`config.mk`:
```
export PLATFORM = sky130hd
export DESIGN_NAME = beat_sequencer
export DESIGN_NICKNAME = d
export VERILOG_FILES = /design/src/rtl/beat_sequencer.sv
export SDC_FILE = /design/constraint.sdc
export NUM_CORES = 1
export LEC_CHECK = 0
export BUFFER_PORTS_ARGS = -buffer_cell sky130_fd_sc_hd__buf_2
export CORE_UTILIZATION = 37
export CTS_BUF_LIST = sky130_fd_sc_hd__clkbuf_16
export DETAILED_ROUTE_END_ITERATION = 6
export GPL_ROUTABILITY_DRIVEN = 0
export GPL_TIMING_DRIVEN = 0
export HOLD_SLACK_MARGIN = 0.12
export MAX_ROUTING_LAYER = met4
export SYNTH_ARGS = -nofsm -noshare
export SYNTH_HDL_FRONTEND = slang
export SYNTH_SLANG_ARGS = --single-unit
export TNS_END_PERCENT = 100
```
`constraint.sdc`:
```
create_clock -name clk -period 8.25 [get_ports clk]
set_clock_uncertainty 0.05 [all_clocks]
set_input_delay 0.825 -clock clk [delete_from_list [all_inputs] [get_ports clk]]
set_output_delay 0.825 -clock clk [all_outputs]
set_load 0.005 [all_outputs]
```
`src/rtl/beat_sequencer.sv`:
```
module beat_sequencer #(
  parameter int BUS_W      = 64,
  parameter int BURST_SEGS = 8,
  parameter int TMO_W      = 16
) (
  input  logic             clk,
  input  logic             rst_n,
  input  logic             start,
  input  logic [1:0]       size,
  input  logic [1:0]       port,
  input  logic             dev_rdy,
  input  logic [TMO_W-1:0] tmo_limit,
  output logic             beat_vld,
  output logic             term_ack,
  output logic             err_ack
);
  localparam int LEN_W = $clog2(2*BUS_W/8) + 1;
  localparam int SEG_W = $clog2(BURST_SEGS) + 1;

  logic             busy, dbl_q, burst_q;
  logic [1:0]       port_q;
  logic [LEN_W-1:0] sub_cnt, seg_len;
  logic [SEG_W-1:0] seg_cnt, seg_total;
  logic [TMO_W-1:0] idle_cnt;
  logic             last_seg;

  assign seg_len   = LEN_W'((dbl_q ? 2*BUS_W : BUS_W) >> (3 + port_q));
  assign seg_total = burst_q ? SEG_W'(BURST_SEGS) : SEG_W'(1);
  assign last_seg  = (seg_cnt == seg_total - 1'b1);

  assign beat_vld = busy & dev_rdy;
  assign term_ack = beat_vld & (sub_cnt == seg_len - 1'b1);
  assign err_ack  = busy & ~dev_rdy & (tmo_limit != '0) & (idle_cnt == tmo_limit - 1'b1);

  always_ff @(posedge clk or negedge rst_n) begin
    if (!rst_n) begin
      busy     <= 1'b0;
      dbl_q    <= 1'b0;
      burst_q  <= 1'b0;
      port_q   <= '0;
      sub_cnt  <= '0;
      seg_cnt  <= '0;
      idle_cnt <= '0;
    end else if (!busy) begin
      if (start) begin
        busy     <= 1'b1;
        port_q   <= port;
        dbl_q    <= (size == 2'b01);
        burst_q  <= size[1];
        sub_cnt  <= '0;
        seg_cnt  <= '0;
        idle_cnt <= '0;
      end
    end else if (err_ack) begin
      busy <= 1'b0;
    end else if (beat_vld) begin
      idle_cnt <= '0;
      if (term_ack) begin
        sub_cnt <= '0;
        if (last_seg) busy <= 1'b0;
        else          seg_cnt <= seg_cnt + 1'b1;
      end else begin
        sub_cnt <= sub_cnt + 1'b1;
      end
    end else begin
      idle_cnt <= idle_cnt + 1'b1;
    end
  end


  start_open_chk: assert property (@(posedge clk) disable iff (!rst_n)
    (start && !busy) |=> busy);

  vld_in_tenure_chk: assert property (@(posedge clk) disable iff (!rst_n)
    beat_vld |-> (busy && dev_rdy));

  err_closes_chk: assert property (@(posedge clk) disable iff (!rst_n)
    err_ack |=> !busy);

  ack_excl_chk: assert property (@(posedge clk) disable iff (!rst_n)
    !(err_ack && term_ack));

  err_enabled_chk: assert property (@(posedge clk) disable iff (!rst_n)
    err_ack |-> (tmo_limit != '0));

  term_next_chk: assert property (@(posedge clk) disable iff (!rst_n)
    (beat_vld && !term_ack) |=> busy);
endmodule

```
=== After elaboration in Yosys (flattened, before gate mapping) ===
Cells that the tools add are included.

* Mux-type cells: 23
* Shift operators: 1
* Div/mod/pow operators: 0
* Add/sub/neg operators: 7
* Bitwise operators: 7
* Order comparisons: 0
* Reductions and logical operators: 6
* Equality and inequality tests: 8
* Multipliers: 0

{| class="wikitable"
|+ Operators by type and width
! kind !! count
|-
| 2-to-1 mux 16 bit || 4
|-
| 2-to-1 mux 4 bit || 7
|-
| 2-to-1 mux 5 bit || 5
|-
| adder 16 x 1 -> 16 bit (second input constant) || 1
|-
| equality test 16 bit || 1
|-
| nonzero test 16 bit || 1
|-
| subtractor 16 x 1 -> 16 bit (second input constant) || 1
|-
| 2-to-1 mux 8 bit || 1
|-
| inequality test 2 bit (second input constant) || 4
|-
| >> shifter 8 x 3 -> 5 bit || 1
|-
| 2-to-1 mux 1 bit || 6
|-
| adder 5 x 1 -> 5 bit (second input constant) || 1
|-
| bitwise AND 1 bit || 5
|-
| equality test 5 bit || 1
|-
| AND reduction 5 bit || 1
|-
| subtractor 5 x 1 -> 5 bit (second input constant) || 1
|-
| adder 4 x 1 -> 4 bit (second input constant) || 1
|-
| equality test 4 bit || 1
|-
| AND reduction 2 bit || 2
|-
| subtractor 4 x 1 -> 4 bit (second input constant) || 1
|-
| adder 2 x 2 -> 3 bit (first input constant) || 1
|-
| AND reduction 3 bit || 1
|-
| equality test 2 x 1 -> 1 bit (second input constant) || 1
|-
| NOT 1 bit || 2
|-
| nonzero test 2 bit || 1
|}

* Bits in latches: 0
* Output and inout bits: 3
* Memories kept: 0
* Bits in writable memories: 0
* Bits of input ports: 24
* Bits in registers: 30
* Memory bits (read-only): 0

=== Logic depth before layout (Yosys ltp) ===
Gate-level depths: netlist (run 1).

* Word-level depth: 9
* Mapped depth: 13
* Depth with buffers taken out: 12

=== Worst setup path before layout (run 1) ===
OpenSTA, ideal clock, no wires.

* Kind: input port to output port
* Start: in tmo_limit[0]
* End: out err_ack
* Arrival: 2.851 ns
* Cell stages on the path: 11
* Path buffers: 3
* Required time: 7.375 ns
* Setup slack: 4.524 ns
* Cells stage by stage: inv_1 ha_1 or3b_2 nor4_4 xor2_1 o31ai_1 o22a_1 and2_4 buf_6 buf_6 buf_2

* Cells in the longest elaborated chain, start to end: 3
* Elaborated cells between the ends (all ways): 5

{| class="wikitable"
|+ RTL lines
! item !! line !! RTL
|-
| start: declaration || 12 || <nowiki>input logic [TMO_W-1:0] tmo_limit,</nowiki>
|-
| subtractor 16 x 1 -> 16 bit / nonzero test 16 bit (equally long branches) || 33 || <nowiki>assign err_ack = busy & ~dev_rdy & (tmo_limit != '0) & (idle_cnt == tmo_limit - 1'b1);</nowiki>
|-
| equality test 16 bit / bitwise AND 1 bit (equally long branches) || 33 ||
|-
| bitwise AND 1 bit (*) || 33 ||
|-
| end: declaration || 15 || <nowiki>output logic err_ack</nowiki>
|}

Mark *: on every way between the ends. The rest lies on a longest branch, timed or not.

=== Worst setup path after layout (run 1) ===
Ends and elaborated chain as after synthesis.

==> implementation parameters, run 1 <==
Parameter                              Value

Pwr
  Pleak    1.09 nW
  Share of total power in the clock network    0.308
  Pint    0.379 mW
  Pwr Density    211 nW/um^2
  Switch Pwr    0.185 mW
  Peak supply drop    0.191 mV
  Relative contribution of combinational cells to total power    0.330
  Switching share of power    0.328
  Proportion of power drawn by flip-flops and latches    0.362

GRT
  Antenna violations before repair    0
  Total congestion overflow after global routing    0
  Maximum number of pins on one net before global-route repair    31
  Via count of the first global-routing pass    1,970
  Total routing resource utilization after global routing    0.177
  First-pass GRT wire length    8.76 mm

Route
  Wire length per cell after detailed routing    13.6 um
  Number of remaining DRC errors    0
  Antenna violation net count after detailed routing    0
  Count of routing violations after the opening detailed-route iteration    107
  Total wire length after detailed routing    5.12 mm
  Detailed-route vias per instance    5.50
  DR pass1 iterations    4
  Total number of vias    2,073

Synthesis
  Gate Count Post-Synth    269
  Post-synth net total    301
  Average cell area after synthesis    8.57 um^2
  Synth unique cells    53
  Synth cell count leaders    dfrtp_1 (30), nand2_1 (21), o21ai_0 (18)
  Leading post-synthesis cells by cell area    dfrtp_1 (33%), xnor2_1 (6.5%), ha_1 (4.3%)
  Library cell with the highest instance count after synthesis    dfrtp_1
  Primary FF master, synth    dfrtp_1
  Fraction of registers with async set or reset after synthesis    1.00
  Post-synth EDFFs    0
  Portion of the post-synthesis area used by sequential elements    0.326
  Synth top area share    0.326
  Flops & latches, synth    30
  Total number of yosys warnings    0
  Synth area leader    dfrtp_1
  Synthesized area    2300 um^2

Timing
  Number of setup violations in the final report    0
  Worst Max-Slew Pin Slew    0.988 ns
  Slew margin rel.    0.324
  Final clock period utilization by the worst path    0.528
  Post-route setup slack    3.89 ns
  Setup total negative slack    0 ns
  Max frequency    0.229 GHz
  Setup repair after global routing missed its margin    false
  Pins Over Slew Limit    0
  Time the worst path needs with I/O delays and setup    4.36 ns
  Hold Violations, Final    0

Job
  Max cap viols    0

Layout
  Number of diodes    0
  Fill count    597
  Final layout net count    333
  Fin util    0.447
  Cell area after layout    2670 um^2
  Post-synthesis to final-layout area growth    15.6%
  Fraction of final layout cells with drive strength greater than 1    0.146

Clocking
  Maximum level of the CTS H-tree    2
  Post-cts sizing count    0
  CTS tree    built
  TritonCTS sink count    30
  Clk slew on worst S/H paths    0.05 ns
  Clk_lat worst skew    0.27 ns
  Post-CTS Hold Buffers    0
  Number of buffers on the longest clock path    2
  Inserted Clock Buffers    5
  Postcts setup bufs    0
  CTS Root Cell    clkbuf_16

Worst hold path
  Min-Delay Startpoint    sub_cnt[4]
  Worst Hold Endpoint    sub_cnt[4]
  Kind of path behind the tightest hold check    register to register
  Hold-critical path depth    1

Critical path
  Critical-path maximum fanout    10
  Startpoint Class    input pin
  Required time of the critical path    7.38 ns
  Worst Setup End Kind    output port
  Worst reg2reg path startpoint    dbl_q
  Crit Path Category    input pin to output port
  R2R depth    11
  Data arrival, critical path    3.49 ns
  Worst-case register-to-register setup slack    4.64 ns
  Endpoint of the worst-slack reg-to-reg timing path    seg_cnt[1]

Placed design
  Post-detailed-placement half-perimeter wirelength    3.90 mm
  Port Buffers    25
  Post-Place Worst Slack    3.88 ns
  Instance area after placement    2520 um^2

Floorplanning
  Core box area    5960 um^2
  Standard-cell rows    28
  Die X    80.9 um
  Height of the die    80.9 um
  Number of top-level pins    27
  Area enclosed by the die boundary    6550 um^2
  Initial core utilization    0.387

Run status
  Outcome    complete, no violations
## power groups by stage
stage	clock, mW	combinational [mW]	sequential (mW)
floorplan	0	0.152	0.200
global placement	0	0.183	0.206
detailed placement	0	0.187	0.207
CTS	0.179	0.188	0.205
global route	0.187	0.213	0.210
finish	0.173	0.186	0.204
## layout make-up
type                            count  area [um^2]  share of cell area
Multi-Input combinational cell    222         1470               0.553
Clock inverter                      3         16.3             0.00610
Timing Repair Buffer               25          125              0.0469
Inverter                            7         26.3             0.00986
Sequential cell                    30          751               0.282
Clock buffer                        5          125              0.0469
Buffer                             10         53.8              0.0202
Tap cell                           75         93.8              0.0352
## worst max-delay path, cell delays in order
cell     delay [ns]
buf_2          0.14
inv_1          0.08
ha_1           0.30
and2b_1        0.19
or3_1          0.33
a31oi_1        0.19
nand4_1        0.13
nor4_1         0.45
and2_4         0.23
buf_6          0.12
buf_6          0.13
buf_2          0.21
buf_2          0.14
## per-layer routing
| layer | track usage | vias to the layer above | share of wire |
|---|---|---|---|
| met4 | 0.0482 | 0 | 0.0043 |
| met5 | - | - | 0 |
| met3 | 0.0303 | 2 | 0.034 |
| met1 | 0.218 | 965 | 0.48 |
| met2 | 0.300 | 52 | 0.48 |
| li1 | - | 1054 | - |
## cell families after synthesis
family | count (synthesis) | synth area share
AND/OR/NAND/NOR | 121 | 0.300
AO/OA/AOI/OAI | 58 | 0.157
flip-flops | 30 | 0.326
XOR/XNOR | 28 | 0.106
buffers and inverters | 17 | 0.0347
adder cells (fa/ha/maj) | 8 | 0.0434
multiplexers | 7 | 0.0326
## cell usage in the layout, fill, tap and decap left out, types with 6 or more instances in the layout
cell type,count
a21oi_1,14
buf_2,26
clkbuf_1,6
dfrtp_1,30
ha_1,8
inv_1,7
nand2_1,21
nand2b_1,6
nand3_1,12
nand4_1,7
nor2_1,13
nor2b_1,7
nor3_1,13
o21ai_0,18
or3_1,12
xnor2_1,17
xor2_1,11
## state kept, by name, summed over array words and instances, names as in the netlist
signal	flops
idle_cnt	16
dbl_q	1
busy	1
seg_cnt	4
port_q	2
burst_q	1
sub_cnt	5
## how the worst max path moves through the flow
stage,to,cells after the start,slack [ns],from
2_1_floorplan,err_ack,11,4.52,tmo_limit[0]
3_3_place_gp,err_ack,13,3.89,tmo_limit[0]
3_5_place_dp,err_ack,13,3.88,tmo_limit[0]
4_1_cts,err_ack,13,3.88,tmo_limit[0]
5_1_grt,err_ack,13,3.73,tmo_limit[0]
6_report,err_ack,13,3.89,tmo_limit[0]
## metrics by stage
| stage | power [mW] | hold WS (ns) | std cells |
|---|---|---|---|
| after floorplan | 0.352 | 0.419 | 269 |
| after global placement | 0.389 | 0.468 | 369 |
| after detailed placement | 0.394 | 0.481 | 369 |
| after CTS | 0.572 | 0.488 | 377 |
| after global routing | 0.609 | 0.512 | 377 |
| final | 0.564 | 0.476 | 377 |
Note: power is estimated with default switching activity, not from simulation.
==> run 2, diff against run 1 <==
--- a/config.mk
+++ b/config.mk
@@ -5,6 +5,7 @@
 export SDC_FILE = /design/constraint.sdc
 export NUM_CORES = 1
 export LEC_CHECK = 0
+export ABC_AREA = 1
 export BUFFER_PORTS_ARGS = -buffer_cell sky130_fd_sc_hd__buf_2
 export CORE_UTILIZATION = 37
 export CTS_BUF_LIST = sky130_fd_sc_hd__clkbuf_16
==> constraint.sdc (replaced) <==
create_clock -name clk -period 3.6 [get_ports clk]
set_clock_uncertainty 0.05 [all_clocks]
set_input_delay 0.36 -clock clk [delete_from_list [all_inputs] [get_ports clk]]
set_output_delay 0.36 -clock clk [all_outputs]
set_load 0.005 [all_outputs]
==> run 2 against run 1 <==
Combinational power grew to 3.0 times the previous value. First-iteration DRC count rose by 77%. Sequential share of layout area is 5.3 points lower. Final cell count grew 57%. Synthesized cell count up 71%. Total power increased to 2.6 times the previous value. Largest power group is now combinational logic.
==> implementation parameters, run 2 <==
Parameter                              Value

Run status
  Outcome    complete, no violations (unchanged)

Clocking
  Clk slew on worst S/H paths    0.05 ns (about the same)
  Postcts setup bufs    0 (unchanged)
  TritonCTS sink count    30 (unchanged)
  Inserted Clock Buffers    5 (unchanged)
  Post-CTS Hold Buffers    1 (was 0)
  CTS Root Cell    clkbuf_16 (unchanged)
  CTS tree    built (unchanged)
  Post-cts sizing count    0 (unchanged)
  Maximum level of the CTS H-tree    2 (unchanged)
  Number of buffers on the longest clock path    2 (unchanged)
  Clk_lat worst skew    0.27 ns (about the same)

Route
  Antenna violation net count after detailed routing    0 (unchanged)
  Count of routing violations after the opening detailed-route iteration    189 (was 107)
  Total number of vias    2,898 (was 2,073)
  Number of remaining DRC errors    0 (unchanged)
  Wire length per cell after detailed routing    12.3 um (was 13.6 um)
  DR pass1 iterations    4 (unchanged)
  Detailed-route vias per instance    4.89 (was 5.50)
  Total wire length after detailed routing    7.29 mm (was 5.12 mm)

Critical path
  Worst Setup End Kind    output port (unchanged)
  R2R depth    12 (was 11)
  Critical-path maximum fanout    4 (was 10)
  Startpoint Class    register (was input pin)
  Worst reg2reg path startpoint    port_q[0] (was dbl_q)
  Endpoint of the worst-slack reg-to-reg timing path    seg_cnt[2] (was seg_cnt[1])
  Crit Path Category    register to output port (was input pin to output port)
  Data arrival, critical path    2.12 ns (was 3.49 ns)
  Worst-case register-to-register setup slack    1.14 ns (was 4.64 ns)
  Required time of the critical path    3.19 ns (was 7.38 ns)

Layout
  Register containing the most flip-flops in the final layout    idle_cnt (unchanged)
  Fin util    0.444 (was 0.447)
  Most common cell after layout, fill and taps aside    nand2_1 (was dfrtp_1)
  Final layout net count    525 (was 333)
  Registers with the most flip-flops    idle_cnt x16, sub_cnt x5, seg_cnt x4 (unchanged)
  Number of diodes    0 (unchanged)
  Commonest cells after routing, fill and taps aside    nand2_1 (160), inv_1 (51), nand3_1 (43), nor2_1 (43), dfrtp_1 (30) (was dfrtp_1 (30), buf_2 (26), nand2_1 (21), o21ai_0 (18), xnor2_1 (17))
  Post-layout instance count excluding filler cells    593 (was 377)
  Post-synthesis to final-layout area growth    13.9% (was 15.6%)
  Cell area after layout    3290 um^2 (was 2670 um^2)
  Flip-flop count of the largest register after layout    16 (unchanged)
  Fraction of final layout cells with drive strength greater than 1    0.140 (was 0.146)

Synthesis
  Post-synth EDFFs    0 (unchanged)
  Synth area leader    dfrtp_1 (unchanged)
  Average cell area after synthesis    6.28 um^2 (was 8.57 um^2)
  Total number of yosys warnings    0 (unchanged)
  Portion of the post-synthesis area used by sequential elements    0.260 (was 0.326)
  Primary FF master, synth    dfrtp_1 (unchanged)
  Synthesized area    2880 um^2 (was 2300 um^2)
  Library cell with the highest instance count after synthesis    nand2_1 (was dfrtp_1)
  Synth cell count leaders    nand2_1 (160), inv_1 (50), nand3_1 (43), nor2_1 (43), dfrtp_1 (30) (was dfrtp_1 (30), nand2_1 (21), o21ai_0 (18))
  Leading post-synthesis cells by cell area    dfrtp_1 (26%), nand2_1 (21%), nand3_1 (7.5%) (was dfrtp_1 (33%), xnor2_1 (6.5%), ha_1 (4.3%))
  Flops & latches, synth    30 (unchanged)
  Post-synth net total    491 (was 301)
  Synth top area share    0.260 (was 0.326)
  Gate Count Post-Synth    459 (was 269)
  Synth unique cells    30 (was 53)
  Fraction of registers with async set or reset after synthesis    1.00 (unchanged)

Placed design
  Post-detailed-placement half-perimeter wirelength    5.67 mm (was 3.90 mm)
  Post-Place Worst Slack    1.10 ns (was 3.88 ns)
  Port Buffers    26 (was 25)
  Instance area after placement    3140 um^2 (was 2520 um^2)
  Post-placement cell count    584 (was 369)

GRT
  Maximum number of pins on one net before global-route repair    31 (unchanged)
  Total congestion overflow after global routing    0 (unchanged)
  Total routing resource utilization after global routing    0.195 (was 0.177)
  Via count of the first global-routing pass    2,767 (was 1,970)
  First-pass GRT wire length    12.7 mm (was 8.76 mm)
  Antenna violations before repair    0 (unchanged)

Timing
  Setup total negative slack    0 ns (unchanged)
  Hold Violations, Final    0 (unchanged)
  Max frequency    0.395 GHz
  Slew margin rel.    0.540 (was 0.324)
  Worst Max-Slew Pin Slew    0.690 ns (was 0.988 ns)
  Number of setup violations in the final report    0 (unchanged)
  Setup repair after global routing missed its margin    false (unchanged)
  Post-route setup slack    1.07 ns (was 3.89 ns)
  Worst hold margin    0.243 ns (was 0.476 ns)
  Pins Over Slew Limit    0 (unchanged)
  Time the worst path needs with I/O delays and setup    2.53 ns
  Final clock period utilization by the worst path    0.704

Worst hold path
  Kind of path behind the tightest hold check    input pin to register (was register to register)
  Min-Delay Startpoint    size[0] (was sub_cnt[4])
  Hold-critical path depth    3 (was 1)
  Worst Hold Endpoint    dbl_q (was sub_cnt[4])

Pwr
  Final Power    1.44 mW (was 0.564 mW)
  Switch Pwr    0.552 mW (was 0.185 mW)
  Peak supply drop    0.252 mV (was 0.191 mV)
  Relative contribution of combinational cells to total power    0.394 (was 0.330)
  Pwr Density    437 nW/um^2 (was 211 nW/um^2)
  Share of total power in the clock network    0.273 (was 0.308)
  Switching share of power    0.384 (was 0.328)
  Pleak    1.68 nW (was 1.09 nW)
  Pint    0.885 mW (was 0.379 mW)
  Proportion of power drawn by flip-flops and latches    0.333 (was 0.362)

Floorplanning
  Initial core utilization    0.389 (was 0.387)
  Standard-cell rows    31 (was 28)
  Number of top-level pins    27 (unchanged)
  Core box area    7410 um^2 (was 5960 um^2)
  Area enclosed by the die boundary    8150 um^2 (was 6550 um^2)
  Height of the die    90.3 um (was 80.9 um)
  Die X    90.3 um (was 80.9 um)

Job
  Max cap viols    0 (unchanged)
==> run 2: cell types whose count changed in the layout (fill, tap and decap cells not counted), moves of 7 or more <==
| cell | before | now |
|---|---|---|
| nor2b_1 | 7 | 0 |
| nor2_1 | 13 | 43 |
| nor2_2 | 0 | 11 |
| nand3_1 | 12 | 43 |
| inv_1 | 7 | 51 |
| nand2_1 | 21 | 160 |
| o21ai_0 | 18 | 9 |
| a21oi_1 | 14 | 7 |
| or3_1 | 12 | 0 |
==> run 2: area by class of cell <==
cell class | count | area, um^2
fill | 800 | 4120
multi-input combinational | 364 | 1860
sequential | 30 | 751
inverter | 51 | 191
timing repair buffer | 27 | 140
clock buffer | 5 | 125
tap | 99 | 124
buffer | 14 | 77.6
clock inverter | 3 | 12.5
==> run 2: power groups by stage <==
| stage | Combinational (mW) | Sequential, mW | Clock (mW) |
|---|---|---|---|
| after floorplan | 0.448 | 0.466 | 0 |
| after global placement | 0.556 | 0.482 | 0 |
| after detailed placement | 0.566 | 0.481 | 0 |
| after CTS | 0.569 | 0.478 | 0.407 |
| after global routing | 0.663 | 0.491 | 0.418 |
| final | 0.566 | 0.479 | 0.393 |
==> run 2: critical path, stage by stage (launching register included) <==
cell and delay, ns:
dfrtp_1 0.40, ha_1 0.33, nand2_1 0.06, ha_1 0.28
xnor2_1 0.12, nor3_1 0.16, o21ai_0 0.10, nor2_1 0.11
nand2_1 0.12, inv_1 0.07, buf_2 0.10
==> run 2: how the worst max path moves through the flow <==
stage / startpoint / cells after the start / to
3_5_place_dp: tmo_limit[0] / 16 / idle_cnt[13]
3_3_place_gp: tmo_limit[0] / 16 / idle_cnt[14]
4_1_cts: dbl_q / 11 / term_ack
6_report: port_q[0] / 10 / term_ack
5_1_grt: dbl_q / 11 / term_ack
2_1_floorplan: dbl_q / 13 / seg_cnt[0]
==> run 2: logic make-up after synthesis <==
kind of cell / after synthesis / synth area share
AOI/OAI and AO/OA: 19 / 0.0390
and+or+nand+nor: 310 / 0.486
buffers and inverters: 65 / 0.0933
DFF: 30 / 0.260
xor gates and xnor gates: 27 / 0.0868
adders and majority gates: 8 / 0.0347
==> run 2: metal layers <==
metal / vias to the layer above / GRT usage / wire (um)
li1: 1519 / - / -
met1: 1323 / 0.248 / 3410
met2: 47 / 0.326 / 3570
met3: 9 / 0.0202 / 192
met4: 0 / 0.0645 / 113
met5: - / - / 0
==> run 3, diff against run 2 <==
--- a/config.mk
+++ b/config.mk
@@ -5,7 +5,7 @@
 export SDC_FILE = /design/constraint.sdc
 export NUM_CORES = 1
 export LEC_CHECK = 0
-export ABC_AREA = 1
+export ABC_AREA = 0
 export BUFFER_PORTS_ARGS = -buffer_cell sky130_fd_sc_hd__buf_2
 export CORE_UTILIZATION = 37
 export CTS_BUF_LIST = sky130_fd_sc_hd__clkbuf_16
==> constraint.sdc (replaced) <==
create_clock -name clk -period 2.6 [get_ports clk]
set_clock_uncertainty 0.05 [all_clocks]
set_input_delay 0.26 -clock clk [delete_from_list [all_inputs] [get_ports clk]]
set_output_delay 0.26 -clock clk [all_outputs]
set_load 0.005 [all_outputs]
==> run 3 against run 2 <==
The flow now finishes with violations (setup timing). Combinational power increased by 60%. Count of clock-buffer cells in the layout unchanged. Register-to-register slack got worse by 1.2 ns. Utilization increased by 10 points. Routed wire length decreased by 20%. Worst hold slack got worse by 0.10 ns. Critical path type is now register to register. Critical endpoint is now seg_cnt[1]. Highest routed layer unchanged.
==> implementation parameters, run 3 (same netlist as run 1, synthesis figures left out) <==
Parameter                              Value

Floorplanning
  Core box area    5960 um^2 (was 7410 um^2)
  Die X    80.9 um (was 90.3 um)
  Standard-cell rows    28 (was 31)
  Height of the die    80.9 um (was 90.3 um)
  Initial core utilization    0.387 (was 0.389)
  Area enclosed by the die boundary    6550 um^2 (was 8150 um^2)
  Number of top-level pins    27 (unchanged)

Timing
  Final clock period utilization by the worst path    1.03
  Worst Max-Slew Pin Slew    0.690 ns (about the same)
  Max frequency    0.375 GHz
  Setup total negative slack    -0.198 ns (was 0 ns)
  Post-route setup slack    -0.0685 ns (was 1.07 ns)
  Time the worst path needs with I/O delays and setup    2.67 ns
  Number of setup violations in the final report    4 (was 0)
  Slew margin rel.    0.538 (was 0.540)
  Pins Over Slew Limit    0 (unchanged)
  Setup repair after global routing missed its margin    true (was false)
  Hold Violations, Final    0 (unchanged)

Layout
  Most common cell after layout, fill and taps aside    dfrtp_1 (was nand2_1)
  Registers with the most flip-flops    idle_cnt x16, sub_cnt x5, seg_cnt x4 (unchanged)
  Commonest cells after routing, fill and taps aside    dfrtp_1 (29), nand2_1 (19), buf_2 (19), xnor2_1 (17), buf_4 (16) (was nand2_1 (160), inv_1 (51), nand3_1 (43), nor2_1 (43), dfrtp_1 (30))
  Final layout net count    353 (was 525)
  Number of diodes    0 (unchanged)
  Register containing the most flip-flops in the final layout    idle_cnt (unchanged)
  Fraction of final layout cells with drive strength greater than 1    0.343 (was 0.140)
  Flip-flop count of the largest register after layout    16 (unchanged)
  Post-synthesis to final-layout area growth    41.6% (was 13.9%)
  Post-layout instance count excluding filler cells    396 (was 593)

Route
  Met1 layer wirelength in the final routing    2.89 mm (was 3.41 mm)
  Total wire length after detailed routing    5.87 mm (was 7.29 mm)
  Met2 WL    2.79 mm (was 3.57 mm)
  DR top layer    met4 (unchanged)
  DR pass1 iterations    4 (unchanged)
  Number of remaining DRC errors    0 (unchanged)
  Wire length per cell after detailed routing    14.8 um (was 12.3 um)
  Count of routing violations after the opening detailed-route iteration    110 (was 189)
  Met3 routed wirelength    112 um (was 192 um)
  Antenna violation net count after detailed routing    0 (unchanged)
  Total number of vias    2,169 (was 2,898)
  Detailed-route vias per instance    5.48 (was 4.89)

Clocking
  TritonCTS sink count    30 (unchanged)
  CTS tree    built (unchanged)
  Clk_lat worst skew    0.28 ns (was 0.27 ns)
  CTS Root Cell    clkbuf_16 (unchanged)
  Clk slew on worst S/H paths    0.05 ns (about the same)
  Inserted Clock Buffers    5 (unchanged)
  Number of buffers on the longest clock path    2 (unchanged)
  Maximum level of the CTS H-tree    2 (unchanged)

Critical path
  R2R depth    10 (was 12)
  Slowest stage cell on the critical path    dfrtp_1 (unchanged)
  Data arrival, critical path    2.78 ns (was 2.12 ns)
  Startpoint Class    register (unchanged)
  Slowest cell delay on critical path    0.41 ns (was 0.40 ns)
  Worst-case register-to-register setup slack    -0.07 ns (was 1.14 ns)
  Endpoint of the worst-slack reg-to-reg timing path    seg_cnt[1] (was seg_cnt[2])
  Cell breakdown of the critical path    ha_4, nand2_4, ha_4, nor3b_4, nor3_2, a211o_1, a2111oi_4, nor2b_4, mux2_4, a22o_1 (was ha_1, nand2_1, ha_1, xnor2_1, nor3_1, o21ai_0, nor2_1, nand2_1, inv_1, buf_2)
  Cell seen most often among critical-path stages    ha_4
  Worst Setup End Kind    register (was output port)
  Crit Path Category    register to register (was register to output port)
  Critical-path maximum fanout    4 (unchanged)
  Worst reg2reg path startpoint    port_q[0] (unchanged)
  Required time of the critical path    2.71 ns (was 3.19 ns)

Worst hold path
  Kind of path behind the tightest hold check    input pin to register (unchanged)
  Hold-critical path depth    3 (unchanged)
  Min-Delay Startpoint    port[0] (was size[0])
  Worst Hold Endpoint    port_q[0] (was dbl_q)

Pwr
  Pleak    1.29 nW (was 1.68 nW)
  Peak supply drop    0.520 mV (was 0.252 mV)
  Pwr Density    682 nW/um^2 (was 437 nW/um^2)
  Final Power    2.23 mW (was 1.44 mW)

GRT
  Via count of the first global-routing pass    1,960 (was 2,767)
  Total routing resource utilization after global routing    0.191 (was 0.195)
  Antenna violations before repair    0 (unchanged)
  Total congestion overflow after global routing    0 (unchanged)
  First-pass GRT wire length    9.14 mm (was 12.7 mm)
  Maximum number of pins on one net before global-route repair    31 (unchanged)

Placed design
  Port Buffers    25 (was 26)
  Post-placement cell count    369 (was 584)
  Post-Place Worst Slack    -0.654 ns (was 1.10 ns)
  Post-detailed-placement half-perimeter wirelength    3.98 mm (was 5.67 mm)

Job
  Max cap viols    0 (unchanged)

Run status
  Outcome    finished, violations left (was complete, no violations)
  Failing checks    setup timing
==> run 3: layout make-up <==
| class | count | area [um^2] |
|---|---|---|
| inverters | 7 | 55.1 |
| multi-input cells | 222 | 1760 |
| well taps | 75 | 93.8 |
| clock inverters | 2 | 33.8 |
| repair buffers | 48 | 400 |
| plain buffers | 7 | 45.0 |
| fillers | 559 | 2690 |
| clock buffers | 5 | 125 |
| flip-flops and latches | 30 | 752 |
==> run 3: how the worst max path moves through the flow <==
stage            startpoint           to  depth (start not counted)
3_3_place_gp   tmo_limit[2]      err_ack                         10
5_1_grt               dbl_q   seg_cnt[1]                         11
6_report          port_q[0]   seg_cnt[1]                         10
3_5_place_dp   tmo_limit[2]  idle_cnt[3]                         11
4_1_cts               dbl_q   seg_cnt[1]                         11
2_1_floorplan     port_q[0]   seg_cnt[1]                         10
==> run 3: what timing repair did <==
item,in CTS,in global routing
gates resized for setup,34,51
setup buffers,15,6
setup endpoints to repair,22,26
endpoints found under the hold margin,30,0
pin swaps,23,27
gates cloned,0,1
hold buffers,1,0
==> run 3: critical path, delay by kind of cell (launching register included) <==
kind	cells	cell delay [ns]
AOI/OAI and AO/OA	3	0.80
adders and majority gates	2	0.40
DFF	1	0.41
muxes	1	0.31
and+or+nand+nor	4	0.59
==> run 3: metal layers <==
| layer | vias up | track usage |
|---|---|---|
| li1 | 1096 | - |
| met1 | 1048 | 0.253 |
| met2 | 15 | 0.294 |
| met3 | 10 | 0.0360 |
| met4 | 0 | 0.0571 |
| met5 | - | - |
==> run 3: power by group <==
group	internal, mW	switching [mW]
registers	0.557	0.126
logic	0.482	0.421
clock network	0.442	0.199
total	1.48	0.746
==> run 3: metrics by stage <==
stage / hold slack [ns] / util / instance area [um^2]
after floorplan: -0.0856 / - / 2390
after CTS: 0.135 / 0.507 / 3020
final: 0.140 / 0.548 / 3260
after detailed placement: 0.300 / 0.438 / 2610
after global placement: 0.299 / 0.438 / 2610
after global routing: 0.152 / 0.548 / 3260
